[src/rtl/sdc_pkg.sv]
package sdc_pkg;
  localparam logic [15:0] RESTART_KEY = 16'h5AF0;

  typedef enum logic [1:0] {
    ST_IDLE   = 2'd0,
    ST_SETTLE = 2'd1,
    ST_RUN    = 2'd2
  } settle_st_t;
endpackage

[src/rtl/sdc_restart_src.sv]
module sdc_restart_src
  import sdc_pkg::*;
(
  input  logic        clk,
  input  logic        rst_n,
  input  logic        enable,
  input  logic        trig_en,
  input  logic        key_wr,
  input  logic [15:0] key_data,
  input  logic        hw_trig,
  output logic        restart_o
);
  logic key_hit;

  assign key_hit   = key_wr && (key_data == RESTART_KEY);
  // Trigger enable swaps the start source rather than adding one.
  assign restart_o = enable && (trig_en ? hw_trig : key_hit);

  // a wrong key value never starts a conversion
  a_r1_bad_key_ignored: assert property (@(posedge clk) disable iff (!rst_n)
    (key_wr && key_data != RESTART_KEY && !hw_trig) |-> !restart_o);

  // trigger pin alone is ignored unless triggering is enabled
  a_r2_trig_gated: assert property (@(posedge clk) disable iff (!rst_n)
    (hw_trig && !trig_en && !key_wr) |-> !restart_o);
endmodule

[src/rtl/sdc_settle.sv]
module sdc_settle
  import sdc_pkg::*;
#(
  parameter int SW = 8
) (
  input  logic          clk,
  input  logic          rst_n,
  input  logic          enable,
  input  logic          restart,
  input  logic          smp_valid,
  input  logic [SW-1:0] settle_len,
  output logic          data_valid,
  output logic          push_o
);
  settle_st_t     st;
  logic [SW-1:0]  cnt;
  logic [SW:0]    cnt_nxt;

  assign cnt_nxt = {1'b0, cnt} + 1'b1;

  always_ff @(posedge clk) begin
    if (!rst_n) begin
      st  <= ST_IDLE;
      cnt <= '0;
    end else if (!enable) begin
      st  <= ST_IDLE;
      cnt <= '0;
    end else if (restart) begin
      cnt <= '0;
      st  <= (settle_len == '0) ? ST_RUN : ST_SETTLE;
    end else if (st == ST_SETTLE && smp_valid) begin
      if (cnt_nxt == {1'b0, settle_len}) begin
        st  <= ST_RUN;
        cnt <= '0;
      end else begin
        cnt <= cnt_nxt[SW-1:0];
      end
    end
  end

  assign data_valid = (st == ST_RUN);
  assign push_o     = enable && smp_valid && (st == ST_RUN) && !restart;

  // data-valid only rises on a discarded sample or on a start edge
  a_r4_valid_rise_cause: assert property (@(posedge clk) disable iff (!rst_n)
    $rose(data_valid) |-> ($past(smp_valid) || $past(restart)));

  // disabled block never reports valid data on the next cycle
  a_r3_disable_idle: assert property (@(posedge clk) disable iff (!rst_n)
    !enable |=> !data_valid);

  // a start with a non-zero settle count clears data-valid
  a_r5_restart_clears: assert property (@(posedge clk) disable iff (!rst_n)
    (restart && settle_len != '0) |=> !data_valid);
endmodule

[src/rtl/sdc_fifo.sv]
module sdc_fifo #(
  parameter int DW    = 16,
  parameter int DEPTH = 8
) (
  input  logic          clk,
  input  logic          rst_n,
  input  logic          flush,
  input  logic          push,
  input  logic [DW-1:0] push_data,
  input  logic          pop,
  input  logic          clr_ovf,
  input  logic          clr_udf,
  output logic [DW-1:0] rd_data,
  output logic [$clog2(DEPTH+1)-1:0] level,
  output logic          empty,
  output logic          ovf,
  output logic          udf
);
  localparam int AW = (DEPTH > 1) ? $clog2(DEPTH) : 1;
  localparam int LW = $clog2(DEPTH+1);
  localparam logic [AW-1:0] LAST = AW'(DEPTH - 1);

  logic [DW-1:0] mem [DEPTH];
  logic [AW-1:0] wptr, rptr;
  logic [LW-1:0] count;
  logic          full, do_push, do_pop;

  function automatic logic [AW-1:0] ptr_inc(input logic [AW-1:0] p);
    return (p == LAST) ? '0 : p + 1'b1;
  endfunction

  assign full    = (count == LW'(DEPTH));
  assign empty   = (count == '0);
  assign level   = count;
  assign do_push = push && !full && !flush;
  assign do_pop  = pop && !empty && !flush;

  always_ff @(posedge clk) begin
    if (!rst_n) begin
      wptr  <= '0;
      rptr  <= '0;
      count <= '0;
    end else if (flush) begin
      wptr  <= '0;
      rptr  <= '0;
      count <= '0;
    end else begin
      if (do_push) wptr <= ptr_inc(wptr);
      if (do_pop)  rptr <= ptr_inc(rptr);
      case ({do_push, do_pop})
        2'b10:   count <= count + 1'b1;
        2'b01:   count <= count - 1'b1;
        default: count <= count;
      endcase
    end
  end

  always_ff @(posedge clk) begin
    if (do_push) mem[wptr] <= push_data;
  end

  always_ff @(posedge clk) begin
    if (!rst_n)      rd_data <= '0;
    else if (do_pop) rd_data <= mem[rptr];
  end

  always_ff @(posedge clk) begin
    if (!rst_n) begin
      ovf <= 1'b0;
      udf <= 1'b0;
    end else begin
      if (push && full && !flush) ovf <= 1'b1;
      else if (clr_ovf)           ovf <= 1'b0;
      if (pop && empty && !flush) udf <= 1'b1;
      else if (clr_udf)           udf <= 1'b0;
    end
  end

  // fill level never exceeds the depth
  a_r7_no_overflow: assert property (@(posedge clk) disable iff (!rst_n)
    count <= LW'(DEPTH));

  // a sample offered at full is dropped and flagged
  a_r7_full_drop: assert property (@(posedge clk) disable iff (!rst_n)
    (push && full && !pop && !flush) |=> (ovf && count == LW'(DEPTH)));

  // read of an empty FIFO holds data and flags underflow
  a_r9_underflow: assert property (@(posedge clk) disable iff (!rst_n)
    (pop && empty && !flush) |=> (udf && $stable(rd_data)));

  // a flush empties the FIFO
  a_r5_flush_empty: assert property (@(posedge clk) disable iff (!rst_n)
    flush |=> (count == '0));
endmodule

[src/rtl/sdc_restart_ctrl.sv]
module sdc_restart_ctrl #(
  parameter int DW    = 16,
  parameter int DEPTH = 8,
  parameter int SW    = 8,
  localparam int LW   = $clog2(DEPTH+1)
) (
  input  logic          clk,
  input  logic          rst_n,
  input  logic          cfg_enable,
  input  logic          cfg_trig_en,
  input  logic          cfg_dma_sel,
  input  logic [SW-1:0] cfg_settle,
  input  logic [LW-1:0] cfg_threshold,
  input  logic          key_wr,
  input  logic [15:0]   key_data,
  input  logic          hw_trig,
  input  logic          smp_valid,
  input  logic [DW-1:0] smp_data,
  output logic          smp_ready,
  input  logic          rd_en,
  output logic [DW-1:0] rd_data,
  input  logic          clr_ovf,
  input  logic          clr_udf,
  output logic          data_valid,
  output logic          fifo_empty,
  output logic [LW-1:0] fifo_level,
  output logic          rd_safe,
  output logic          ovf_flag,
  output logic          udf_flag,
  output logic          irq,
  output logic          dma_req
);
  logic       restart;
  logic       push;
  logic       req_on;
  logic [1:0] safe_cnt;

  assign smp_ready = 1'b1;

  sdc_restart_src u_src (
    .clk      (clk),
    .rst_n    (rst_n),
    .enable   (cfg_enable),
    .trig_en  (cfg_trig_en),
    .key_wr   (key_wr),
    .key_data (key_data),
    .hw_trig  (hw_trig),
    .restart_o(restart)
  );

  sdc_settle #(.SW(SW)) u_settle (
    .clk       (clk),
    .rst_n     (rst_n),
    .enable    (cfg_enable),
    .restart   (restart),
    .smp_valid (smp_valid),
    .settle_len(cfg_settle),
    .data_valid(data_valid),
    .push_o    (push)
  );

  sdc_fifo #(.DW(DW), .DEPTH(DEPTH)) u_fifo (
    .clk      (clk),
    .rst_n    (rst_n),
    .flush    (restart),
    .push     (push),
    .push_data(smp_data),
    .pop      (rd_en),
    .clr_ovf  (clr_ovf),
    .clr_udf  (clr_udf),
    .rd_data  (rd_data),
    .level    (fifo_level),
    .empty    (fifo_empty),
    .ovf      (ovf_flag),
    .udf      (udf_flag)
  );

  // Read-safety delay: counts edges since the empty flag fell.
  always_ff @(posedge clk) begin
    if (!rst_n || fifo_empty) safe_cnt <= '0;
    else if (safe_cnt != 2'd2) safe_cnt <= safe_cnt + 1'b1;
  end
  assign rd_safe = (safe_cnt == 2'd2) && !fifo_empty;

  assign req_on  = cfg_enable && (cfg_threshold != '0) && (fifo_level >= cfg_threshold);
  assign irq     = req_on && !cfg_dma_sel;
  assign dma_req = req_on && cfg_dma_sel;

  // the request is routed to one output at most
  a_r8_req_onehot: assert property (@(posedge clk) disable iff (!rst_n)
    $onehot0({irq, dma_req}));

  // safe-read status follows at least two non-empty cycles
  a_r11_safe_delay: assert property (@(posedge clk) disable iff (!rst_n)
    $rose(rd_safe) |-> (!$past(fifo_empty) && !$past(fifo_empty, 2)));

  // the sample input never back-pressures
  a_r6_always_ready: assert property (@(posedge clk) disable iff (!rst_n)
    smp_ready);
endmodule

[config.mk]
export PLATFORM = sky130hd
export DESIGN_NAME = sdc_restart_ctrl
export DESIGN_NICKNAME = d
export VERILOG_FILES = /design/src/rtl/sdc_pkg.sv /design/src/rtl/sdc_restart_src.sv /design/src/rtl/sdc_settle.sv /design/src/rtl/sdc_fifo.sv /design/src/rtl/sdc_restart_ctrl.sv
export SDC_FILE = /design/constraint.sdc
export NUM_CORES = 1
export LEC_CHECK = 0
export BUFFER_PORTS_ARGS = -buffer_cell sky130_fd_sc_hd__clkbuf_2
export CAP_MARGIN = 20
export CORE_ASPECT_RATIO = 0.5
export CORE_UTILIZATION = 25
export CTS_BUF_LIST = sky130_fd_sc_hd__clkbuf_8
export DETAILED_ROUTE_END_ITERATION = 6
export SLEW_MARGIN = 20
export SYNTH_ARGS = -nofsm -noshare
export SYNTH_HDL_FRONTEND = slang
export SYNTH_SLANG_ARGS = --single-unit
export TNS_END_PERCENT = 5
[constraint.sdc]
create_clock -name clk -period 3.45 [get_ports clk]
set_input_delay 0.345 -clock clk [delete_from_list [all_inputs] [get_ports clk]]
set_output_delay 0.345 -clock clk [all_outputs]
set_load 0.005 [all_outputs]
==> results of run 1 <==
through the flow:
step                       util  area (um2)
final                     0.304        8440
after global routing      0.304        8440
after CTS                 0.304        8440
after detailed placement  0.290        8050
after global placement    0.290        8050
after floorplan               -        7080
worst reg2reg max path, stage by stage (launching register included):
cell and delay [ns]:
dfxtp_1 0.51, nor3_1 0.11, nand2_1 0.11, nor4b_4 0.39, inv_2 0.17, ha_1 0.28, xor2_1 0.16, ha_1 0.19
a21oi_1 0.14, xor2_1 0.16, nor2_1 0.06, xnor2_1 0.13, nor2_1 0.05
power breakdown:
part	switching [uW]	internal, uW	total [uW]
registers	2.24	2170	2170
clock network	804	602	1410
logic	64.5	44.0	109
cells in the mapped netlist (all sizes together) (9+ instances only):
library cell / number / area, um2
a21oi: 12 / 60.1
buf: 9 / 45.1
clkbuf: 10 / 37.5
dfxtp: 40 / 801
edfxtp: 128 / 3840
ha: 13 / 163
inv: 10 / 37.5
mux2i: 19 / 190
mux4: 32 / 721
nand2: 42 / 158
nand3: 10 / 55.1
nor2: 22 / 82.6
o211a: 16 / 160
xor2: 10 / 87.6
final cells by class:
class                           count  area [um2]  share of cell area
Inverter                           10        37.5             0.00445
Clock inverter                     15         158              0.0187
Clock buffer                       17         234              0.0277
Sequential cell                   168        4650               0.550
Tap cell                          382         478              0.0566
Timing Repair Buffer               96         531              0.0628
Multi-Input combinational cell    257        2360               0.280
how the worst max path moves through the flow:
stage	cells past startpoint	slack, ns	start	endpoint
final	12	0.88	u_fifo.level[2]	u_fifo.level[2]
after global routing	12	0.65	u_fifo.level[2]	u_fifo.level[2]
after CTS	12	0.84	u_fifo.level[2]	u_fifo.level[2]
after detailed placement	14	0.45	key_data[10]	u_fifo.level[2]
after global placement	14	0.51	key_data[10]	u_fifo.level[2]
after floorplan	6	-0.08	key_data[5]	u_fifo.mem[1][0]
registers in the layout, summed over array words and instances, names as in the netlist:
name            cells
u_settle.cnt        8
u_fifo.mem        128
u_fifo.ovf          1
u_fifo.level        4
u_fifo.rptr         3
u_fifo.rd_data     16
u_fifo.wptr         3
u_fifo.udf          1
u_settle.st         2
safe_cnt            2
cells by family after synthesis:
family,Yosys count
AOI/OAI and AO/OA,57
xor gates and xnor gates,16
adders and majority gates,13
buffers and inverters,29
DFF,168
muxes,51
other,1
and+or+nand+nor,119
metal layers:
layer / part of all wire / track usage / vias to the layer above / wire length, um
met4: 0.011 / 0.0322 / 0 / 161
li1: - / - / 1957 / -
met2: 0.50 / 0.180 / 63 / 7210
met3: 0.040 / 0.0278 / 14 / 576
met1: 0.45 / 0.127 / 2114 / 6610
met5: 0 / 0 / - / 0
==> flow_summary.ini, run 1 <==
[outcome]
status = complete, no violations

[clock_network]
clock_latency_ns = 0.46
hold_buffers = 0
cts_tree = done
cts_resized = 0
cts_buffer_depth = 2
clock-root-buffer = clkbuf_8
clkTransAtPathRegs_ns = 0.11
htree_levels = 4
cts_setup_buffers = 0
cts_buffers = 17
cts.sinks = 168

[worst_setup_path]
arrival_ns = 2.91
critical_path.top_delay_family = simple AND/OR/NAND/NOR gates
cp-end-kind = flip-flop
worstPathCellList = nor3_1 > nand2_1 > nor4b_4 > inv_2 > ha_1 > xor2_1 > ha_1 > a21oi_1 > xor2_1 > nor2_1 > xnor2_1 > nor2_1
r2r_slack_ns = 0.88
path_class = reg2reg
ff2ff_path_depth = 12
cp_slowest_cell = dfxtp_1
worst-path-buf-inv = 1
worst_ep_required_time_ns = 3.79
r2r_end = u_fifo.level[2]
crit_path_start_kind = flip-flop
cp_slowest_stage_delay_ns = 0.51
reg2reg_from = u_fifo.level[2]
critPathMaxFanout = 7

[synthesis]
synth.distinct_cells = 56
synth_top_family_by_area = multiplexers
muxShareOfSynthArea = 0.129
ys.flop_type = edfxtp_1
synthArstFlopShare = 0
synthSimpleGateAreaFrac = 0.0897
synthAdderAreaFrac = 0.0230
syn_area_um2 = 7070
yosys_warnings = 0
avgSynthCellArea_um2 = 15.6
synth-edff-count = 128
synthXorXnorAreaFrac = 0.0198
ys_ff_latch = 168
synthCells = 454
synth-seq-area-share = 0.657
syn_nets = 522
synth-compound-area-share = 0.0647

[global_route]
gr-total-overflow = 0
grt_pass1_vias = 4168
antenna_found_initial = 0
track_usage = 0.104
grt_pass1_wl_mm = 22.5
grt_max_degree = 35

[floorplan]
rows = 43
fp.dieArea_um2 = 29000
core_um2 = 27800
io-pin-count = 83
start_util = 0.255
die_w_um = 240
die_h_um = 121

[worst_hold_path]
worstHoldStart = smp_data[15]
worstHoldPathCells = 1
min_path_type = in2reg
whs_endpoint = u_fifo.mem[7][15]

[cells_and_area]
fillers = 2822
drive_gt1_frac = 0.313
nets = 618
syn_to_final_growth_pct = 19.4
final_cell_mix = 128 x edfxtp_1, 81 x clkbuf_2, 42 x nand2_1
layout.cells.most_common = edfxtp_1
diodes = 0
finalNonFillerCells = 945

[timing]
setup_ws_ns = 0.880
setup_viol = 0
layout_min_cycle_time_ns = 2.57
drv_slew = 0
fmax_ghz = 0.389
rsz0062_at_grt = false
whs_ns = 0.159
timing.setup.tns_ns = 0
finalHoldViolations = 0
slew_headroom = 0.465
fin_skew_ns = 0.0159
tightest_slew_ns = 0.798
min_period_over_period = 0.745

[placement]
pre_cts_slack_ns = 0.449
dp_hpwl_mm = 9.52
place_inst = 913
io_buffers = 81
place_congestion = 0.746

[detailed_routing]
drc = 0
totalWireLength_mm = 14.6
vias_per_cell = 4.39
vias = 4148
drt-initial-drc-count = 243
antenna_left = 0
wl_per_cell_um = 15.4
dr.pass1.iters = 4

[pwr]
p_total_uw = 3690
powerDensity_nw_per_um2 = 437
ir_worst_vdd_v = 0.000198
cellLeakagePower_uw = 0.00303

[flow_run]
drv_cap = 0
No activity file was read; power rests on OpenSTA's default activity.
==> run 2: changes to the inputs <==
--- a/config.mk
+++ b/config.mk
@@ -5,6 +5,7 @@
 export SDC_FILE = /design/constraint.sdc
 export NUM_CORES = 1
 export LEC_CHECK = 0
+export ABC_AREA = 1
 export BUFFER_PORTS_ARGS = -buffer_cell sky130_fd_sc_hd__clkbuf_2
 export CAP_MARGIN = 20
 export CORE_ASPECT_RATIO = 0.5
==> constraint.sdc (replaced) <==
create_clock -name clk -period 2.46 [get_ports clk]
set_input_delay 0.246 -clock clk [delete_from_list [all_inputs] [get_ports clk]]
set_output_delay 0.246 -clock clk [all_outputs]
set_load 0.005 [all_outputs]
==> run 2 against run 1 <==
Effect of this change: worst setup slack got worse by 0.72 ns; fmax increased by 12%; core utilization increased by 0.47 points; worst hold slack got worse by 0.10 ns; final area increased by 3.1%.
==> flow_summary.ini, run 2 <==
[timing]
finalHoldViolations = 0
timing.setup.tns_ns = 0
drv_slew = 0
fin_skew_ns = 0.0126
slew_headroom = 0.518
min_period_over_period = 0.933
whs_ns = 0.0552
fmax_ghz = 0.436
rsz0062_at_grt = false
tightest_slew_ns = 0.719
layout_min_cycle_time_ns = 2.30
setup_viol = 0

[floorplan]
rows = 43
start_util = 0.259
core_um2 = 28200
io-pin-count = 83
fp.dieArea_um2 = 29900
die_w_um = 244
die_h_um = 123

[placement]
place_congestion = 0.815
io_buffers = 81
dp_hpwl_mm = 11.8

[clock_network]
clock-root-buffer = clkbuf_8
clock_latency_ns = 0.45
cts_buffers = 17
hold_buffers = 0
clkTransAtPathRegs_ns = 0.09
htree_levels = 4
cts_buffer_depth = 2
cts.sinks = 168
cts_tree = done

[worst_setup_path]
arrival_ns = 2.64
crit_path_start = u_fifo.level[2]
crit_path_start_kind = flip-flop
cp-end-kind = flip-flop
worstPathCellList = inv_1 > nand3_1 > inv_2 > nor2_1 > nand2_1 > inv_2 > ha_1 > xor2_1 > ha_1 > a21oi_1 > xor2_1 > nor2_1 > a211oi_1
r2r_slack_ns = 0.16
cp_slowest_stage_delay_ns = 0.38
critical_path.top_delay_family = adder cells
reg2reg_from = u_fifo.level[2]
cp_slowest_cell = dfxtp_1
critPathMaxFanout = 4
ff2ff_path_depth = 13
crit_path_end = u_fifo.level[2]
path_depth = 13
worst-path-buf-inv = 3
path_class = reg2reg
r2r_end = u_fifo.level[2]
worst_ep_required_time_ns = 2.81

[outcome]
status = complete, no violations

[pwr]
ir_worst_vdd_v = 0.000350
p_clk_frac = 0.374
cellLeakagePower_uw = 0.00334
combPwrFrac = 0.048
power.switching_uw = 1310
intPower_uw = 4010
powerDensity_nw_per_um2 = 611
seqPwrFrac = 0.577
p_sw_frac = 0.246

[detailed_routing]
wl_per_cell_um = 14.6
vias_per_cell = 4.45
drc = 0
vias = 5449
antenna_left = 0
dr.pass1.iters = 7
drt-initial-drc-count = 392
totalWireLength_mm = 17.9

[global_route]
antenna_found_initial = 2
grt_pass1_wl_mm = 28.2
track_usage = 0.123
grt_pass1_vias = 5149
grt_max_degree = 59
gr-total-overflow = 0

[synthesis]
synthCells = 735
synth.distinct_cells = 39
syn_nets = 803
ys_ff_latch = 168
synthTopCellsByCount = 201 x nand2_1, 128 x edfxtp_1, 124 x nand3_1
ys_top_cells_by_area = edfxtp_1 53%, dfxtp_1 11%, nand2_1 10%
syn_area_um2 = 7300
yosysMostFrequentCell = nand2_1
yosys_warnings = 0
yosys.area.top_type_share = 0.526
yosys.area.top_type = edfxtp_1
synthArstFlopShare = 0
synth-edff-count = 128
synth-seq-area-share = 0.636
avgSynthCellArea_um2 = 9.93
ys.flop_type = edfxtp_1

[cells_and_area]
diodes = 0
nets = 898
drive_gt1_frac = 0.199
final_cell_mix = 201 x nand2_1, 128 x edfxtp_1, 124 x nand3_1
largest_reg_flops = 128
layout.cells.most_common = nand2_1
top_register = u_fifo.mem
syn_to_final_growth_pct = 19.3
reg_top3 = u_fifo.mem: 128 flops, u_fifo.rd_data: 16 flops, u_settle.cnt: 8 flops

[flow_run]
drv_cap = 0

[worst_hold_path]
min_path_type = in2reg
==> run 2: cell types whose count changed in the layout (fill, tap and decap cells not counted), moves of 8 or more <==
cell,before,now
a21oi_1,11,21
buf_4,14,24
inv_1,10,41
mux2i_1,19,0
mux4_2,32,0
nand2_1,42,201
nand3_1,9,124
nand4_1,0,8
nor2_1,22,59
o211a_1,16,0
o21ai_0,1,19
==> run 2: kinds of logic after synthesis <==
group	count (synthesis)	share of synthesized area
compound gates	51	0.0391
xor+xnor	5	0.00600
fa+ha+maj	13	0.0223
buf+inv	76	0.0411
flops	168	0.636
other cells	1	0.000514
simple gates	421	0.255
==> run 2: worst min-delay path by stage <==
stage               cells past startpoint   startpoint  slack (ns)          endpoint
finish                                  4      clr_udf        0.06        u_fifo.udf
global route                            1  smp_data[8]        0.03  u_fifo.mem[7][8]
CTS                                     1  smp_data[8]        0.03  u_fifo.mem[7][8]
detailed placement                      2  safe_cnt[0]        0.46       safe_cnt[0]
global placement                        2  safe_cnt[0]        0.45       safe_cnt[0]
floorplan                               0  smp_data[0]        0.34  u_fifo.mem[0][0]
==> run 2: power groups by stage <==
stage,Sequential [uW],Combinational [uW],Clock (uW)
6_report,3070,258,1990
2_1_floorplan,3130,126,0
3_5_place_dp,3130,260,0
3_3_place_gp,3130,253,0
5_1_grt,3070,294,2140
4_1_cts,3070,261,2040
==> run 2: per-stage QoR <==
stage                util  worst slack, ns  instances  power [uW]  instance area [um2]
finish              0.309            0.165       1225        5320                 8710
global route        0.309          0.00117       1225        5500                 8710
CTS                 0.309           0.0644       1225        5370                 8700
detailed placement  0.294           0.0316       1193        3390                 8290
global placement    0.294            0.195       1193        3390                 8290
floorplan               -           -0.312        735        3260                 7300
==> run 2: timing repair <==
action,4_1_cts,5_1_grt
buffers inserted,0,0
gates resized for setup,0,3
endpoints found under the hold margin,0,0
endpoints found under the setup margin,0,3
==> run 2: cell type report <==
cell class	count	area, um2
inverters	45	169
well taps	382	478
clock buffers	17	234
repair buffers	107	626
multi-input cells	491	2380
clock inverters	15	173
fillers	2900	19500
flip-flops and latches	168	4650
==> run 2: tightest hold or removal path: cells and delay by family <==
kind / cells / cell delay (ns)
simple gates: 1 / 0.04
buf+inv: 2 / 0.11
compound gates: 1 / 0.06
==> run 2: per-layer routing <==
| metal | track usage | vias up | wire length (um) |
|---|---|---|---|
| li1 | - | 2703 | - |
| met5 | 0 | - | 13 |
| met3 | 0.0256 | 15 | 817 |
| met4 | 0.0301 | 2 | 167 |
| met1 | 0.159 | 2611 | 8160 |
| met2 | 0.212 | 118 | 8730 |
